`src/rtl/ibb_pkg.sv`:
```
package ibb_pkg;
  localparam int WORDS_PER_BLK = 8;
  localparam int WIDX_W        = 3;
  localparam int OFS_W         = 4;
  localparam logic [OFS_W-1:0] MID_OFS = 4'd8;

  function automatic logic [WIDX_W-1:0] word_of(input logic [OFS_W-1:0] ofs);
    return ofs[OFS_W-1:1];
  endfunction

  function automatic logic is_mid(input logic [OFS_W-1:0] ofs);
    return ofs == MID_OFS;
  endfunction

  function automatic logic last_word(input logic [WIDX_W-1:0] cnt);
    return cnt == WIDX_W'(WORDS_PER_BLK - 1);
  endfunction
endpackage

```
`src/rtl/ibb_tag_dir.sv`:
```
module ibb_tag_dir #(
  parameter int BLK_W  = 12,
  parameter int NBLK   = 8,
  parameter int SLOT_W = $clog2(NBLK)
) (
  input  logic              clk,
  input  logic              rst_n,
  input  logic [BLK_W-1:0]  look_blk,
  input  logic [BLK_W-1:0]  next_blk,
  input  logic              alloc,
  input  logic [BLK_W-1:0]  alloc_blk,
  input  logic              fill_done,
  output logic [NBLK-1:0]   look_match,
  output logic              look_hit,
  output logic [SLOT_W-1:0] look_slot,
  output logic              next_hit,
  output logic [SLOT_W-1:0] victim,
  output logic [SLOT_W-1:0] fill_slot
);
  logic [BLK_W-1:0] tag_q [NBLK];
  logic [NBLK-1:0]  vld_q;
  logic [NBLK-1:0]  next_match;

  for (genvar i = 0; i < NBLK; i++) begin : g_cmp
    assign look_match[i] = vld_q[i] && (tag_q[i] == look_blk);
    assign next_match[i] = vld_q[i] && (tag_q[i] == next_blk);
  end

  assign look_hit = |look_match;
  assign next_hit = |next_match;

  always_comb begin
    look_slot = '0;
    for (int i = 0; i < NBLK; i++)
      if (look_match[i]) look_slot = SLOT_W'(i);
  end

  always_ff @(posedge clk or negedge rst_n) begin
    if (!rst_n) begin
      vld_q     <= '0;
      victim    <= '0;
      fill_slot <= '0;
      for (int i = 0; i < NBLK; i++) tag_q[i] <= '0;
    end else if (alloc) begin
      tag_q[victim] <= alloc_blk;
      vld_q[victim] <= 1'b0;
      fill_slot     <= victim;
      victim        <= (victim == SLOT_W'(NBLK - 1)) ? '0 : victim + 1'b1;
    end else if (fill_done) begin
      vld_q[fill_slot] <= 1'b1;
    end
  end
endmodule

```
`src/rtl/ibb_fetch_ctl.sv`:
```
module ibb_fetch_ctl
  import ibb_pkg::*;
#(
  parameter int BLK_W = 12
) (
  input  logic              clk,
  input  logic              rst_n,
  input  logic              want_demand,
  input  logic [BLK_W-1:0]  demand_blk,
  input  logic [WIDX_W-1:0] demand_word,
  input  logic              want_pf,
  input  logic [BLK_W-1:0]  pf_blk,
  input  logic              wvalid,
  output logic              mem_req,
  output logic [BLK_W-1:0]  mem_blk,
  output logic              busy,
  output logic [WIDX_W-1:0] fill_cnt,
  output logic              fill_we,
  output logic              fill_done,
  output logic              demand_partial
);
  logic [BLK_W-1:0] fill_blk;

  assign mem_req   = !busy && (want_demand || want_pf);
  assign mem_blk   = want_demand ? demand_blk : pf_blk;
  assign fill_we   = busy && wvalid;
  assign fill_done = fill_we && last_word(fill_cnt);
  assign demand_partial = busy && (fill_blk == demand_blk) && (demand_word < fill_cnt);

  always_ff @(posedge clk or negedge rst_n) begin
    if (!rst_n) begin
      busy     <= 1'b0;
      fill_blk <= '0;
      fill_cnt <= '0;
    end else if (mem_req) begin
      busy     <= 1'b1;
      fill_blk <= mem_blk;
      fill_cnt <= '0;
    end else if (fill_we) begin
      fill_cnt <= fill_cnt + 1'b1;
      if (last_word(fill_cnt)) busy <= 1'b0;
    end
  end
endmodule

```
`src/rtl/ibb_store.sv`:
```
module ibb_store
  import ibb_pkg::*;
#(
  parameter int NBLK   = 8,
  parameter int WORD_W = 64,
  parameter int SLOT_W = $clog2(NBLK)
) (
  input  logic              clk,
  input  logic              we,
  input  logic [SLOT_W-1:0] wr_slot,
  input  logic [WIDX_W-1:0] wr_word,
  input  logic [WORD_W-1:0] wr_data,
  input  logic [SLOT_W-1:0] rd_slot,
  input  logic [WIDX_W-1:0] rd_word,
  output logic [WORD_W-1:0] rd_data
);
  localparam int DEPTH = NBLK * WORDS_PER_BLK;
  localparam int AW    = SLOT_W + WIDX_W;

  logic [WORD_W-1:0] mem_q [DEPTH];
  logic [AW-1:0]     wa, ra;

  assign wa      = {wr_slot, wr_word};
  assign ra      = {rd_slot, rd_word};
  assign rd_data = mem_q[ra];

  always_ff @(posedge clk)
    if (we) mem_q[wa] <= wr_data;
endmodule

```
`src/rtl/instr_block_buf.sv`:
```
module instr_block_buf
  import ibb_pkg::*;
#(
  parameter int PC_W    = 16,
  parameter int INSTR_W = 32,
  parameter int NBLK    = 8
) (
  input  logic                 clk,
  input  logic                 rst_n,
  input  logic                 fetch_req_i,
  input  logic [PC_W-1:0]      fetch_pc_i,
  output logic [INSTR_W-1:0]   instr_o,
  output logic                 stall_o,
  output logic                 mem_req_o,
  output logic [PC_W-5:0]      mem_blk_o,
  input  logic                 mem_wvalid_i,
  input  logic [2*INSTR_W-1:0] mem_wdata_i
);
  localparam int BLK_W  = PC_W - OFS_W;
  localparam int SLOT_W = $clog2(NBLK);
  localparam int WORD_W = 2 * INSTR_W;

  logic [BLK_W-1:0]  cur_blk, nxt_blk;
  logic [OFS_W-1:0]  cur_ofs;
  logic [WIDX_W-1:0] cur_word;
  logic [NBLK-1:0]   look_match;
  logic              resident, next_resident, partial, hit;
  logic [SLOT_W-1:0] look_slot, victim, fill_slot, rd_slot;
  logic              want_demand, want_pf;
  logic              busy, fill_we, fill_done;
  logic [WIDX_W-1:0] fill_cnt;
  logic [WORD_W-1:0] rd_data;

  assign cur_blk  = fetch_pc_i[PC_W-1:OFS_W];
  assign cur_ofs  = fetch_pc_i[OFS_W-1:0];
  assign cur_word = word_of(cur_ofs);
  assign nxt_blk  = cur_blk + 1'b1;

  assign hit         = resident || partial;
  assign want_demand = fetch_req_i && !resident && !partial &&
                       !(busy && 1'b1);
  assign want_pf     = fetch_req_i && hit && is_mid(cur_ofs) && !next_resident;
  assign stall_o     = fetch_req_i && !hit;
  assign rd_slot     = resident ? look_slot : fill_slot;
  assign instr_o     = fetch_pc_i[0] ? rd_data[WORD_W-1:INSTR_W] : rd_data[INSTR_W-1:0];

  ibb_tag_dir #(.BLK_W(BLK_W), .NBLK(NBLK), .SLOT_W(SLOT_W)) u_dir (
    .clk        (clk),
    .rst_n      (rst_n),
    .look_blk   (cur_blk),
    .next_blk   (nxt_blk),
    .alloc      (mem_req_o),
    .alloc_blk  (mem_blk_o),
    .fill_done  (fill_done),
    .look_match (look_match),
    .look_hit   (resident),
    .look_slot  (look_slot),
    .next_hit   (next_resident),
    .victim     (victim),
    .fill_slot  (fill_slot)
  );

  ibb_fetch_ctl #(.BLK_W(BLK_W)) u_ctl (
    .clk            (clk),
    .rst_n          (rst_n),
    .want_demand    (want_demand),
    .demand_blk     (cur_blk),
    .demand_word    (cur_word),
    .want_pf        (want_pf),
    .pf_blk         (nxt_blk),
    .wvalid         (mem_wvalid_i),
    .mem_req        (mem_req_o),
    .mem_blk        (mem_blk_o),
    .busy           (busy),
    .fill_cnt       (fill_cnt),
    .fill_we        (fill_we),
    .fill_done      (fill_done),
    .demand_partial (partial)
  );

  ibb_store #(.NBLK(NBLK), .WORD_W(WORD_W), .SLOT_W(SLOT_W)) u_store (
    .clk     (clk),
    .we      (fill_we),
    .wr_slot (fill_slot),
    .wr_word (fill_cnt),
    .wr_data (mem_wdata_i),
    .rd_slot (rd_slot),
    .rd_word (cur_word),
    .rd_data (rd_data)
  );
endmodule

```
`config.mk`:
```
export PLATFORM = sky130hd
export DESIGN_NAME = instr_block_buf
export DESIGN_NICKNAME = d
export VERILOG_FILES = /design/src/rtl/ibb_pkg.sv /design/src/rtl/ibb_tag_dir.sv /design/src/rtl/ibb_fetch_ctl.sv /design/src/rtl/ibb_store.sv /design/src/rtl/instr_block_buf.sv
export SDC_FILE = /design/constraint.sdc
export NUM_CORES = 2
export LEC_CHECK = 0
export CELL_PAD_IN_SITES_DETAIL_PLACEMENT = 1
export CELL_PAD_IN_SITES_GLOBAL_PLACEMENT = 1
export CORE_ASPECT_RATIO = 0.7
export CORE_MARGIN = 8
export CORE_UTILIZATION = 35
export CTS_CLUSTER_SIZE = 12
export DETAILED_ROUTE_END_ITERATION = 8
export DONT_BUFFER_PORTS = 1
export MAX_ROUTING_LAYER = met4
export PLACE_DENSITY = 0.51
export SETUP_SLACK_MARGIN = 0.02
export SYNTH_ARGS = -nofsm -noshare
export SYNTH_HDL_FRONTEND = slang
export SYNTH_SLANG_ARGS = --single-unit
export TNS_END_PERCENT = 10
```
`constraint.sdc`:
```
create_clock -name clk -period 7.8 [get_ports clk]
set_input_delay 1.95 -clock clk [delete_from_list [all_inputs] [get_ports clk]]
set_output_delay 1.95 -clock clk [all_outputs]
set_load 0.01 [all_outputs]
```
Word-level counts from Yosys, hierarchy flattened. Memory sizes are Yosys's and may differ from the RTL's. Index checks and enable logic that the tools add are counted.

Add/subtract/negate cells: 3. $lt $le $gt $ge: 7. Equality and inequality tests: 20. Multiplexer cells: 27. Bitwise operators: 4. Reductions and logical operators: 44.

Operator list (count): $eq 12x12->1 (17); $bwmux 96 (1); $demux 12 s3 (1); $mux 32 (1); $logic_and 1x1->1 (31); $mux 3 (10); $mux 12 (2); $mux 8 (2); $reduce_or 8->1 (2); $add 12x1->12 const B (1); $and 8x8->8 (1); $lt 3x4->1 const B (2); $mux 1 (8); $not 8->8 (1); $or 8x8->8 (1); $add 3x1->3 const B (2); $demux 1 s3 (2); $eq 3x3->1 const B (2); $ge 3x1->1 const B (2); $reduce_bool 2->1 (3); $logic_not 1->1 (5); $eq 4x4->1 const B (1); $ge 4x4->1 const B (1); $lt 4x1->1 const B (1); other kinds (4) (5).

Flip-flop bits (word level): 126. RAM bits: 4096. Input port bits: 84. Output and inout port bits: 46. Logic and storage cells: 120. Memories kept: 1.

Memories: u_store.mem_q (depth 64, bits a word 64, rd ports 1, clocked after memory_dff 0, wr ports 1, line ibb_store.sv:20) `logic [WORD_W-1:0] mem_q [DEPTH];`.

Logic depth before layout (Yosys ltp). An unclocked memory read counts as a cell.

Depth after elaboration: 12. Depth in mapped cells: 16.

By module. From an unflattened synthesis, not the netlist that was laid out.

Cells, all modules: 7251. Area, all modules: 163250.3 µm².

By module, submodules not included: ibb_store (times used 1, cells an instance 6534, area an instance 155067.5 µm², seq. area each 122998.0 µm²); ibb_tag_dir (times used 1, cells an instance 562, area an instance 6547.5 µm², seq. area each 2752.6 µm²); ibb_fetch_ctl (times used 1, cells an instance 81, area an instance 968.4 µm², seq. area each 400.4 µm²); instr_block_buf (times used 1, cells an instance 74, area an instance 666.9 µm², seq. area each 0.0 µm²).

Least setup slack after synthesis. OpenSTA, ideal clock, no wires.

Path type: input-to-output. From: input port fetch_pc_i[10]. To: output port instr_o[1]. Arrival time: 5.036 ns. Setup slack: 0.814 ns. Stages on the path: 15. Path buffers: 5. Path through: buf_2 > buf_2 > xnor2_1 > nand3_1 > or4_1 > a22oi_1 > o31a_1 > buf_2 > clkbuf_1 > clkbuf_1 > nor4_1 > nor4_1 > and3_1 > nor4_1 > a211oi_1.

Cells in the longest elaborated chain, start to end: 12.

Ends and longest elaborated chain: from (decl) (line instr_block_buf.sv:11) `input logic [PC_W-1:0] fetch_pc_i,`; $eq 12x12->1 (line ibb_tag_dir.sv:25) `assign look_match[i] = vld_q[i] && (tag_q[i] == look_blk);`; $logic_and 1x1->1 (line ibb_tag_dir.sv:25); $mux 1 (line ibb_tag_dir.sv:35) `if (look_match[i]) look_slot = SLOT_W'(i);`; $mux 3 (6 in series) (line ibb_tag_dir.sv:35); $mux 3 * (line instr_block_buf.sv:44) `assign rd_slot = resident ? look_slot : fill_slot;`; $mem_v2 64x64 *; $mux 32 * (line instr_block_buf.sv:45) `assign instr_o = fetch_pc_i[0] ? rd_data[WORD_W-1:INSTR_W] : rd_data[INSTR_W-1:0];`; to (decl) (line instr_block_buf.sv:12) `output logic [INSTR_W-1:0] instr_o,`.

Mark *: on every way between the ends. The rest lies on a longest branch, timed or not.

Worst setup path after layout.
From: input port fetch_pc_i[10]. To: output port instr_o[13].

Same word-level chain as after synthesis.

==> metrics.yaml <==
status:
  outcome: "complete, but fails checks"
  violations: "slew limit"
hold_path:
  hp-class: "flip-flop to flip-flop"
  hold_path_startpoint: "u_dir.tag_q[0]"
  hold_path_depth: 1
  hold_end: "u_dir.tag_q[0]"
placement:
  dpl.hpwl_um: 318000
  portBuffers: 0
  place_congestion: 0.796
floorplan:
  die_h_um: 593
  rows: 212
  initial_core_util_pct: 35.0
  placeableCoreArea_um2: 475000
  die-width_um: 840
  dieArea_um2: 498000
  io_pins: 130
cts:
  clkSinkCount: 4222
  postCtsHoldBufs: 0
  cts_buffer_depth: 4
  cts_tree: "built"
  cts_buffers: 430
  path_clk_slew_ps: 60
  htree_num_levels: 5
  clk_latency_ps: 1030
  clockRootBuffer: "clkbuf_16"
layout:
  fin_nets: 8619
  fin_util_pct: 40.7
  fillers: 44400
  syn_to_final_growth_pct: 16.1
  multi_input_area_um2: 39500
  drive_gt1_share_pct: 28.9
  seq_area_um2: 126000
power_and_ir_drop:
  p_leak_uw: 0.0609
  powerDensity_nw_per_um2: 286
  ir_drop_v: 0.000198
logic_synthesis:
  avgSynthCellArea_um2: 21.0
  synth-seq-cells: 4222
  synth_cell_types: 73
  yosysWarnings: 0
  ys.flop_type: "edfxtp_1"
  synth_fp_nets: 8004
  ys_async_sr_fraction_pct: 2.98
  yosysSeqAreaShare_pct: 75.8
  synth_enable_flop_cells: 4096
  synth_cells: 7913
  netlist_area_um2: 167000
global_routing:
  grt_max_degree: 247
  overflow: 0
  antenna_found_initial: 22
  grt_pass1_wl_um: 786000
  grt_pass1_vias: 90200
  track_usage_pct: 23.4
setup_path:
  reg2reg_depth: 13
  cpPeakStageDelay_ps: 590
  reg2reg_slack_ps: 2770
  cp-end-kind: "primary output"
  rr_endpoint: "u_dir.tag_q[59]"
  slowest_stage: "a2111oi_0"
  critPathArrivalTime_ps: 5820
  path_max_fanout: 25
  start_kind: "primary input"
  worstPathRequired_ps: 5850
  worstPathCellList: "xnor2_2, nand4_1, nor4_1, buf_4, buf_4, a2111oi_0, a221oi_4, buf_12, or3_2, buf_12, buf_4, o22ai_1, nor4_2, buf_4, a211oi_1, buf_4, buf_4"
  cp_common_cell: "buf_4"
  path_class: "primary input to primary output"
  rr_startpoint: "u_dir.tag_q[11]"
timing:
  slew_viol_final: 82
  setup_viol: 0
  worst_pin_slew_ps: 1620
  max_slew_margin_pct: -7.98
  clock_skew_ps: 67.5
  setup_tns_ps: 0
  clock.fmax_ghz: 0.129
  rsz0062_at_grt: "yes"
  min_period_ps: 7770
  hold_viol: 0
  whs_ps: 530
  finalCritPeriodShare_pct: 99.6
route:
  drt-initial-drc-count: 10900
  drc: 0
  viasPerCell: 5.89
  vias: 89200
  dr.pass1.iters: 6
  avgRoutedWirePerCell_um: 38.5
  routed_wl_um: 583000
  drt.antenna.violating_nets: 0
flow_run:
  maxCapViolCount: 0
==> stage by stage <==
step	cells	cell area (um2)	worst slack (ps)	total power, uW
3_3_place_gp	14400	180000	-2150	36100
2_1_floorplan	7913	167000	814	30800
5_1_grt	15100	193000	-20.9	56900
3_5_place_dp	14400	180000	-2140	36200
4_1_cts	15100	193000	-54.7	55600
6_report	15100	193000	28.8	55300
==> worst max-delay path, delay by kind of cell <==
family | cells | cell delay [ps]
AOI/OAI and AO/OA | 4 | 1420
xor gates and xnor gates | 1 | 170
buffers and inverters | 8 | 1430
and+or+nand+nor | 4 | 740
==> power by group <==
group          internal, uW  total [uW]  switching, uW
Clock                 10500       19300           8770
Combinational          3880        9710           5830
Sequential            25800       26300            496
Total                 40200       55300          15100
==> placed cells by master, fill, tap and decap left out, types with 20 or more instances in the layout <==
| cell type | netlist | routed |
|---|---|---|
| and3_1 | 75 | 73 |
| nand4_1 | 68 | 68 |
| buf_16 | 0 | 20 |
| nand3_1 | 167 | 167 |
| xnor2_1 | 151 | 140 |
| nor4b_1 | 92 | 92 |
| nor2_4 | 0 | 66 |
| nor4_1 | 221 | 192 |
| xor2_1 | 30 | 30 |
| xnor3_1 | 26 | 26 |
| mux4_2 | 1070 | 1070 |
| nor2_1 | 90 | 24 |
| mux2i_1 | 144 | 136 |
| clkbuf_16 | 0 | 443 |
| mux2_2 | 106 | 106 |
| edfxtp_1 | 4096 | 4096 |
| clkbuf_1 | 376 | 123 |
| nand2_1 | 447 | 443 |
| dfrtp_1 | 126 | 126 |
| clkinv_1 | 1 | 95 |
| clkinv_2 | 0 | 35 |
| buf_12 | 1 | 116 |
| buf_4 | 21 | 520 |
| nor3_1 | 184 | 183 |
| a31oi_1 | 34 | 34 |
| a211oi_1 | 34 | 22 |
| o22ai_1 | 47 | 46 |
| a32oi_1 | 48 | 40 |
==> registers in the layout, indices dropped and copies added, names as in the netlist <==
register	flops
u_store.mem_q	4096
u_dir.tag_q	96
u_ctl.fill_blk	12
u_dir.vld_q	8
u_ctl.fill_cnt	3
u_dir.fill_slot	3
u_dir.victim	3
u_ctl.busy	1
==> routing by layer <==
layer  part of all wire, %  GRT usage (%)  wire length [um]
met1                    45           34.2            263000
met2                    45           35.0            264000
met3                   7.3           3.59             42800
met4                   2.3           4.73             13200
met5                     0              -                 0
==> synth_stat cells (4+ instances only) <==
master	n	area [um2]
mux2i_1	144	1440
xnor2_1	151	1320
mux4_2	1070	24100
nor3_1	184	921
o211ai_1	12	90.1
edfxtp_1	4096	123000
mux2_2	106	1190
nor4b_1	92	806
a21oi_1	10	50.1
nor2b_1	9	56.3
nand4_1	68	425
or3_1	7	43.8
dfrtp_1	126	3150
nand3b_1	13	97.6
inv_1	7	26.3
a31oi_1	34	213
buf_1	26	97.6
nand4b_1	5	43.8
a32oi_1	48	420
nor4_1	221	1380
xor2_1	30	263
nor2_1	90	338
o21ai_0	10	50.1
buf_6	4	45.0
xnor3_1	26	586
mux2_4	9	135
nand2_1	447	1680
buf_4	21	158
o22ai_1	47	294
and3_1	75	469
a211oi_1	34	255
buf_2	67	335
o21a_1	7	52.6
or4_1	7	52.6
clkbuf_1	376	1410
ha_1	7	87.6
nand3_1	167	836
==> timing repair <==
item                                   CTS  global route
endpoints found under the hold margin    0             0
buffers inserted                         4            10
resized for setup                       24            51
cloned                                  12             6
setup endpoints to repair               32            32
pin swaps                                6            18
==> final cells by class <==
class | count | share of cell area, %
multi-input combinational | 3187 | 20.4
tap | 6313 | 4.08
inverter | 9 | 0.0175
clock inverter | 162 | 0.578
timing repair buffer | 678 | 3.78
clock buffer | 560 | 5.89
sequential | 4222 | 65.2
antenna | 7 | 0.00906
==> how the worst max path moves through the flow <==
stage	from	slack (ps)	cells past startpoint	end
floorplan	fetch_pc_i[10]	810	15	instr_o[1]
global placement	fetch_pc_i[1]	-2150	12	instr_o[27]
detailed placement	fetch_pc_i[1]	-2140	12	instr_o[27]
CTS	fetch_pc_i[2]	-50	11	instr_o[22]
global route	fetch_pc_i[1]	-20	13	instr_o[14]
finish	fetch_pc_i[10]	30	17	instr_o[13]
==> cell families (layout without fill, tap and decap cells) <==
family	Yosys count	in the layout	synth area share [%]
AO/OA/AOI/OAI	226	226	0.984
XOR/XNOR	209	209	1.32
adder cells (fa/ha/maj)	7	7	0.0526
buffers and inverters	504	1409	1.26
flip-flops	4222	4222	75.8
multiplexers	1333	1333	16.2
other	0	7	0
AND/OR/NAND/NOR	1412	1412	4.44
(Power assumes the default switching activity.)
